File: config.mk
export PLATFORM = sky130hd
export DESIGN_NAME = cursor_overlay
export DESIGN_NICKNAME = d
export VERILOG_FILES = /design/src/rtl/cur_pkg.sv /design/src/rtl/cur_regs.sv /design/src/rtl/cur_hit.sv /design/src/rtl/ovl_stage.sv /design/src/rtl/cursor_overlay.sv
export SDC_FILE = /design/constraint.sdc
export NUM_CORES = 2
export LEC_CHECK = 0
export ABC_AREA = 1
export BUFFER_PORTS_ARGS = -buffer_cell sky130_fd_sc_hd__buf_2
export CAP_MARGIN = 30
export CORE_ASPECT_RATIO = 1.2
export CORE_MARGIN = 2
export CORE_UTILIZATION = 40
export DETAILED_ROUTE_END_ITERATION = 8
export PLACE_DENSITY = 0.53
export SYNTH_ARGS = -nofsm -noshare
export SYNTH_HDL_FRONTEND = slang
export SYNTH_SLANG_ARGS = --single-unit
File: constraint.sdc
create_clock -name clk -period 3.7 [get_ports clk]
set_input_delay 0.185 -clock clk [delete_from_list [all_inputs] [get_ports clk]]
set_output_delay 0.185 -clock clk [all_outputs]
set_load 0.01 [all_outputs]
File: src/rtl/cur_pkg.sv
`timescale 1ns/1ps
package cur_pkg;
  localparam int unsigned AW = 12;   // register byte-offset width
  localparam int unsigned DW = 32;   // register word and cursor row width
  localparam int unsigned CW = 16;   // coordinate width
  localparam int unsigned PW = 24;   // pixel colour width

  localparam logic [AW-1:0] OFS_CTRL = 12'h818;
  localparam logic [AW-1:0] OFS_POS  = 12'h8FC;
  localparam logic [AW-1:0] OFS_MASK = 12'h900;
  localparam logic [AW-1:0] OFS_SEL  = 12'h980;

  localparam int unsigned   CTRL_ONE_BIT = 25;
  localparam logic [CW-1:0] POS_PARK     = 16'hF000;
endpackage

File: src/rtl/cur_regs.sv
`timescale 1ns/1ps
// Register decode and cursor storage.
module cur_regs
  import cur_pkg::*;
#(
  parameter int unsigned ROWS = 32
) (
  input  logic                 clk,
  input  logic                 rst_n,
  input  logic                 reg_wr,
  input  logic [AW-1:0]        reg_addr,
  input  logic [DW-1:0]        reg_wdata,
  output logic [DW-1:0]        reg_rdata,
  output logic [CW-1:0]        cur_x,
  output logic [CW-1:0]        cur_y,
  output logic [ROWS*DW-1:0]   mask_flat,
  output logic [ROWS*DW-1:0]   sel_flat
);
  localparam int unsigned RW   = $clog2(ROWS);
  localparam logic [AW-1:0] SPAN = AW'(ROWS * 4);

  logic [DW-1:0] ctrl_q;
  logic [AW-1:0] mofs, sofs;
  logic          in_mask, in_sel;
  logic [RW-1:0] mrow, srow;

  assign mofs    = reg_addr - OFS_MASK;
  assign sofs    = reg_addr - OFS_SEL;
  assign in_mask = (reg_addr >= OFS_MASK) && (mofs < SPAN);
  assign in_sel  = (reg_addr >= OFS_SEL)  && (sofs < SPAN);
  assign mrow    = mofs[RW+1:2];
  assign srow    = sofs[RW+1:2];

  always_ff @(posedge clk) begin
    if (!rst_n) begin
      cur_x  <= POS_PARK;
      cur_y  <= POS_PARK;
      ctrl_q <= '0;
    end else if (reg_wr) begin
      if (reg_addr == OFS_POS) begin
        cur_x <= reg_wdata[31:16];
        cur_y <= reg_wdata[15:0];
      end
      if (reg_addr == OFS_CTRL) ctrl_q <= reg_wdata;
    end
  end

  for (genvar r = 0; r < ROWS; r++) begin : g_row
    logic [DW-1:0] m_q, s_q;
    always_ff @(posedge clk) begin
      if (!rst_n) begin
        m_q <= '0;
        s_q <= '0;
      end else if (reg_wr) begin
        if (in_mask && mrow == RW'(r)) m_q <= reg_wdata;
        if (in_sel  && srow == RW'(r)) s_q <= reg_wdata;
      end
    end
    assign mask_flat[r*DW +: DW] = m_q;
    assign sel_flat[r*DW +: DW]  = s_q;
  end

  always_comb begin
    reg_rdata = '0;
    if (reg_addr == OFS_CTRL) begin
      reg_rdata = ctrl_q;
      reg_rdata[CTRL_ONE_BIT] = 1'b1;
    end
  end


  pos_load_chk: assert property (@(posedge clk) disable iff (!rst_n)
    (reg_wr && reg_addr == OFS_POS) |=>
      (cur_x == $past(reg_wdata[31:16]) && cur_y == $past(reg_wdata[15:0])));


  pos_keep_chk: assert property (@(posedge clk) disable iff (!rst_n)
    (!reg_wr || reg_addr != OFS_POS) |=> ($stable(cur_x) && $stable(cur_y)));
endmodule

File: src/rtl/cur_hit.sv
`timescale 1ns/1ps
// Window test, screen clipping and bit pick for one pixel.
module cur_hit
  import cur_pkg::*;
#(
  parameter int unsigned SCR_W = 1024,
  parameter int unsigned SCR_H = 768,
  parameter int unsigned ROWS  = 32
) (
  input  logic [CW-1:0]      in_x,
  input  logic [CW-1:0]      in_y,
  input  logic [CW-1:0]      cur_x,
  input  logic [CW-1:0]      cur_y,
  input  logic [ROWS*DW-1:0] mask_flat,
  input  logic [ROWS*DW-1:0] sel_flat,
  output logic               hit,
  output logic               pick_hi
);
  localparam int unsigned RW = $clog2(ROWS);
  localparam int unsigned IW = $clog2(DW);
  localparam logic [CW-1:0] W_LIM = CW'(SCR_W);
  localparam logic [CW-1:0] H_LIM = CW'(SCR_H);
  localparam logic [CW-1:0] C_LIM = CW'(DW);
  localparam logic [CW-1:0] R_LIM = CW'(ROWS);

  logic [CW:0]   dx, dy;
  logic          in_col, in_row, on_scr;
  logic [RW-1:0] row;
  logic [IW-1:0] bitpos;
  logic [DW-1:0] mword, sword;

  assign dx     = {1'b0, in_x} - {1'b0, cur_x};
  assign dy     = {1'b0, in_y} - {1'b0, cur_y};
  assign in_col = !dx[CW] && (dx[CW-1:0] < C_LIM);
  assign in_row = !dy[CW] && (dy[CW-1:0] < R_LIM);
  assign on_scr = (cur_x < W_LIM) && (in_x < W_LIM) && (in_y < H_LIM);
  assign row    = dy[RW-1:0];
  assign bitpos = IW'(DW - 1) - dx[IW-1:0];
  assign mword  = mask_flat[row*DW +: DW];
  assign sword  = sel_flat[row*DW +: DW];
  assign hit     = on_scr && in_col && in_row && mword[bitpos];
  assign pick_hi = sword[bitpos];
endmodule

File: src/rtl/ovl_stage.sv
`timescale 1ns/1ps
// Single output register with valid/ready flow control.
module ovl_stage
  import cur_pkg::*;
(
  input  logic          clk,
  input  logic          rst_n,
  input  logic          in_valid,
  output logic          in_ready,
  input  logic          hit,
  input  logic          pick_hi,
  input  logic [PW-1:0] base_rgb,
  input  logic [PW-1:0] col_lo,
  input  logic [PW-1:0] col_hi,
  output logic          out_valid,
  input  logic          out_ready,
  output logic [PW-1:0] out_rgb
);
  logic [PW-1:0] pick;

  assign in_ready = !out_valid || out_ready;
  assign pick     = hit ? (pick_hi ? col_hi : col_lo) : base_rgb;

  always_ff @(posedge clk) begin
    if (!rst_n) begin
      out_valid <= 1'b0;
      out_rgb   <= '0;
    end else if (in_ready) begin
      out_valid <= in_valid;
      if (in_valid) out_rgb <= pick;
    end
  end


  stall_hold_chk: assert property (@(posedge clk) disable iff (!rst_n)
    (out_valid && !out_ready) |=> (out_valid && $stable(out_rgb)));


  accept_show_chk: assert property (@(posedge clk) disable iff (!rst_n)
    (in_valid && in_ready) |=> out_valid);
endmodule

File: src/rtl/cursor_overlay.sv
`timescale 1ns/1ps
module cursor_overlay
  import cur_pkg::*;
#(
  parameter int unsigned SCR_W = 1024,
  parameter int unsigned SCR_H = 768,
  parameter int unsigned ROWS  = 32
) (
  input  logic          clk,
  input  logic          rst_n,
  input  logic          reg_wr,
  input  logic [11:0]   reg_addr,
  input  logic [31:0]   reg_wdata,
  output logic [31:0]   reg_rdata,
  input  logic [23:0]   ovl_c0,
  input  logic [23:0]   ovl_c1,
  input  logic          pix_valid,
  output logic          pix_ready,
  input  logic [15:0]   pix_x,
  input  logic [15:0]   pix_y,
  input  logic [23:0]   pix_rgb,
  output logic          out_valid,
  input  logic          out_ready,
  output logic [23:0]   out_rgb
);
  localparam logic [CW-1:0] W_LIM = CW'(SCR_W);

  logic [CW-1:0]      cur_x, cur_y;
  logic [ROWS*DW-1:0] mask_flat, sel_flat;
  logic               hit, pick_hi;

  cur_regs #(.ROWS(ROWS)) u_regs (
    .clk(clk), .rst_n(rst_n), .reg_wr(reg_wr), .reg_addr(reg_addr),
    .reg_wdata(reg_wdata), .reg_rdata(reg_rdata), .cur_x(cur_x),
    .cur_y(cur_y), .mask_flat(mask_flat), .sel_flat(sel_flat)
  );

  cur_hit #(.SCR_W(SCR_W), .SCR_H(SCR_H), .ROWS(ROWS)) u_hit (
    .in_x(pix_x), .in_y(pix_y), .cur_x(cur_x), .cur_y(cur_y),
    .mask_flat(mask_flat), .sel_flat(sel_flat), .hit(hit), .pick_hi(pick_hi)
  );

  ovl_stage u_stage (
    .clk(clk), .rst_n(rst_n), .in_valid(pix_valid), .in_ready(pix_ready),
    .hit(hit), .pick_hi(pick_hi), .base_rgb(pix_rgb), .col_lo(ovl_c0),
    .col_hi(ovl_c1), .out_valid(out_valid), .out_ready(out_ready),
    .out_rgb(out_rgb)
  );


  ctrl_one_chk: assert property (@(posedge clk) disable iff (!rst_n)
    (reg_addr == OFS_CTRL) |-> reg_rdata[CTRL_ONE_BIT]);


  clip_pass_chk: assert property (@(posedge clk) disable iff (!rst_n)
    (pix_valid && pix_ready && pix_x >= W_LIM) |=> (out_rgb == $past(pix_rgb)));
endmodule

==> impl_results.md <==
* Status: finished with violations
* Failing checks: negative setup slack
* Finished Layout Cells at 15960
* Aggregate global routing overflow at 0
* Setup tns final at -6.067 ns
* Post-Place Setup Slack at -0.4487 ns
* DPL Wire Length at 222100 um
* Initial Util at 0.4029
* Vias at 92480
* Total CTS buffers at 229
* Clock share of power at 0.447
* CTS root buffer: clkbuf_16
* Die Width at 441.9 um
* Hold Path Depth at 7
* Busiest layer in global routing: met2
* Distinct cells, synth at 32
* Worst Setup Start Kind: register
* Critical Path RT at 4.50 ns
* Clk_skew at 0.06669 ns
* Post-synth EDFFs at 0
* CTS Sinks at 2136
* Final setup violation count at 24
* Mapped Cells at 12910
* Share of flip-flops with an asynchronous set or reset at 0
* Flop pwr share at 0.446
* DR WL/cell at 23.52 um
* Share of the synthesized area in the top cell type at 0.4646
* Nets@finish at 12970
* Met1 Track Usage GR at 0.3955
* Max-slew violations at 0
* Clk buf depth at 4
* Die H at 529.5 um
* Met3 global-route usage at 0.03893
* DRT Pass-1 Iters at 6
* Clock Pin Slew Worst Setup and Hold Paths at 0.06 ns
* Sw Share at 0.2614
* Row count at 192
* Final Total Pwr at 51.63 mW
* Initial antenna violation count at 8
* Main synth FF type: dfxtp_1
* Post-Place Cells at 15370
* First-pass GRT wire length at 550100 um
* Max Freq at 251.3 MHz
* Worst Hold Class: input pin to register
* Die area at 0.2340 mm^2
* Design area at 0.1107 mm^2
* Commonest cells in the netlist: 2647 x nand2_1, 2152 x a21oi_1, 2146 x o21ai_0, 2136 x dfxtp_1, 1821 x nand3_1
* Gpl congestion at 0.9141
* Htree depth at 4
* Placement Cell Area at 0.09882 mm^2
* Max-cap violations at 0
* Drt total wl at 375300 um
* Minimum clock period at 3.979 ns
* Worst setup margin at -0.2794 ns
* Layout cell share with drive strength beyond 1 at 0.1216
* Gate power share at 0.106
* Worst slew pin tran at 1.034 ns
* Psw at 13.49 mW
* Via density at 5.795
* Seq/Total Area, Yosys at 0.4646
* Synth warn at 0
* Internal cell power at 38.14 mW
* Leakage Power at 43.10 nW
* Buffers on Ports at 210
* DRC Markers at 0
* Area Overhead vs Synth at 20.22%
* CP arrival at 4.78 ns
* Largest net degree at the start of global routing at 192
* Net Count, Synth at 13100
* Critical path endpoint category: register
* All-Layer GR Usage at 0.3016
* DRT antenna net count at 0
* Crit Path Category: register to register
* Unrepaired setup endpoints after global routing: yes
* Vias in the first global route at 86240
* Crit share post-route at 1.076
* R2R depth at 25
* Starting DRT DRC Count at 9507
* Register bit total from synthesis at 2136
* CTS tree: built
* IO Count at 211
* GR Layer Usage met2 at 0.4918
* Placeable core area at 0.2285 mm^2
* Clk Latency, worst-skew pair at 0.92 ns
* Most area-hungry cell type in the Yosys netlist: dfxtp_1
* Final hold vios at 0
* PwrDens at 466.6 mW/mm^2
* Ranking of synthesized cells by area: dfxtp_1 46%, a21oi_1 12%, o21ai_0 12%
* Synth Cell Area at 0.09204 mm^2
* Worst VDD drop at 368.1 uV
* Dominant cell by count in the synthesized netlist: nand2_1
* Syn Area/Cell at 7.132 um^2
* Slew headroom at 0.3109
* Critical Path Fanout Max at 8
## kinds of logic after synthesis
group,Yosys count,share of synthesized area
buffers and inverters,1579,0.06850
xor gates and xnor gates,15,0.001427
AOI/OAI and AO/OA,4352,0.2381
adders and majority gates,36,0.005057
and+or+nand+nor,4788,0.2223
DFF,2136,0.4646
## worst paths after layout
kind	startpoint	endpoint	slack, ns
worst min register to register	u_regs.ctrl_q[9]	u_regs.ctrl_q[9]	0.49
worst min-delay path	reg_addr[2]	u_regs.g_row[8].s_q[12]	0.07
worst max-delay path	u_regs.cur_y[0]	u_stage.out_rgb[13]	-0.28
worst max register to register	u_regs.cur_y[0]	u_stage.out_rgb[13]	-0.28
## sequential cells by signal, indices dropped and copies added (netlist names)
signal / cells
u_stage.out_valid: 1
u_regs.cur_x: 16
u_regs.ctrl_q: 31
u_regs.cur_y: 16
u_stage.out_rgb: 24
u_regs.g_row.s_q: 1024
u_regs.g_row.m_q: 1024
## repair_timing
action,4_1_cts,5_1_grt
hold buffers,105,2
cloned,5,39
resized for setup,32,392
setup endpoints to repair,24,24
pin swaps,1,57
endpoints found under the hold margin,592,39
setup buffers,4,26
## routing by layer
metal,vias up,part of all wire
met5,-,0.00013
met4,6,0.050
met3,676,0.068
met2,3688,0.46
met1,44360,0.43
li1,43750,-
## final cells by class
| class | count | area [um^2] |
|---|---|---|
| Antenna cell | 5 | 12.51 |
| Inverter | 250 | 979.7 |
| Multi-Input combinational cell | 9191 | 44740 |
| Sequential cell | 2136 | 42760 |
| Clock inverter | 44 | 546.8 |
| Timing Repair Buffer | 966 | 10970 |
| Tap cell | 3007 | 3762 |
| Clock buffer | 356 | 6810 |
| Fill cell | 22400 | 117800 |
| Timing Repair inverter | 4 | 68.82 |
## placed cells by master, fill, tap and decap left out, types with 30 or more instances in the layout
cell / netlist / layout
a211oi_1: 31 / 31
a21oi_1: 2152 / 2138
buf_12: 0 / 224
buf_2: 281 / 209
buf_4: 7 / 319
buf_6: 0 / 44
clkbuf_1: 965 / 69
clkbuf_16: 0 / 263
clkbuf_8: 0 / 56
clkinv_2: 0 / 30
dfxtp_1: 2136 / 2135
dlygate4sd3_1: 0 / 107
ha_1: 34 / 32
inv_1: 200 / 168
inv_2: 4 / 74
nand2_1: 2647 / 2636
nand3_1: 1821 / 1581
nand3_2: 2 / 209
nand3_4: 0 / 33
nand3b_1: 35 / 35
nor2_1: 256 / 238
o21ai_0: 2146 / 2146
## metrics by stage
step,hold WS (ns),util
after floorplan,0.3154,-
after global placement,0.4342,0.4322
after detailed placement,0.4356,0.4326
after CTS,0.03222,0.4709
after global routing,0.07655,0.4843
final,0.07313,0.4844
## worst max-delay path, cell delays in order (launching register included)
cell and delay (ns):
dfxtp_2 0.33, ha_4 0.16, fa_4 0.77, buf_12 0.21, buf_16 0.19, clkinv_16 0.11, buf_12 0.16, nand3_2 0.06
nand3_2 0.09, nand3_2 0.11, nand3_2 0.07, buf_6 0.14, nand3_4 0.07, buf_6 0.11, nand3_4 0.06, nand3_4 0.10
nand3_4 0.09, nand3_2 0.09, buf_6 0.15, buf_6 0.10, inv_2 0.03, nor2_4 0.11, buf_12 0.14, buf_8 0.13
nand3_1 0.07, a21oi_1 0.16
## power by group through the flow
stage / clock network (mW) / registers [mW] / logic [mW]
finish: 23.1 / 23.1 / 5.48
global route: 24.4 / 23.0 / 5.70
CTS: 23.4 / 23.0 / 4.89
detailed placement: 0 / 23.6 / 4.73
global placement: 0 / 23.6 / 4.73
floorplan: 0 / 23.6 / 2.34
Power figures use the tool's default switching activity.
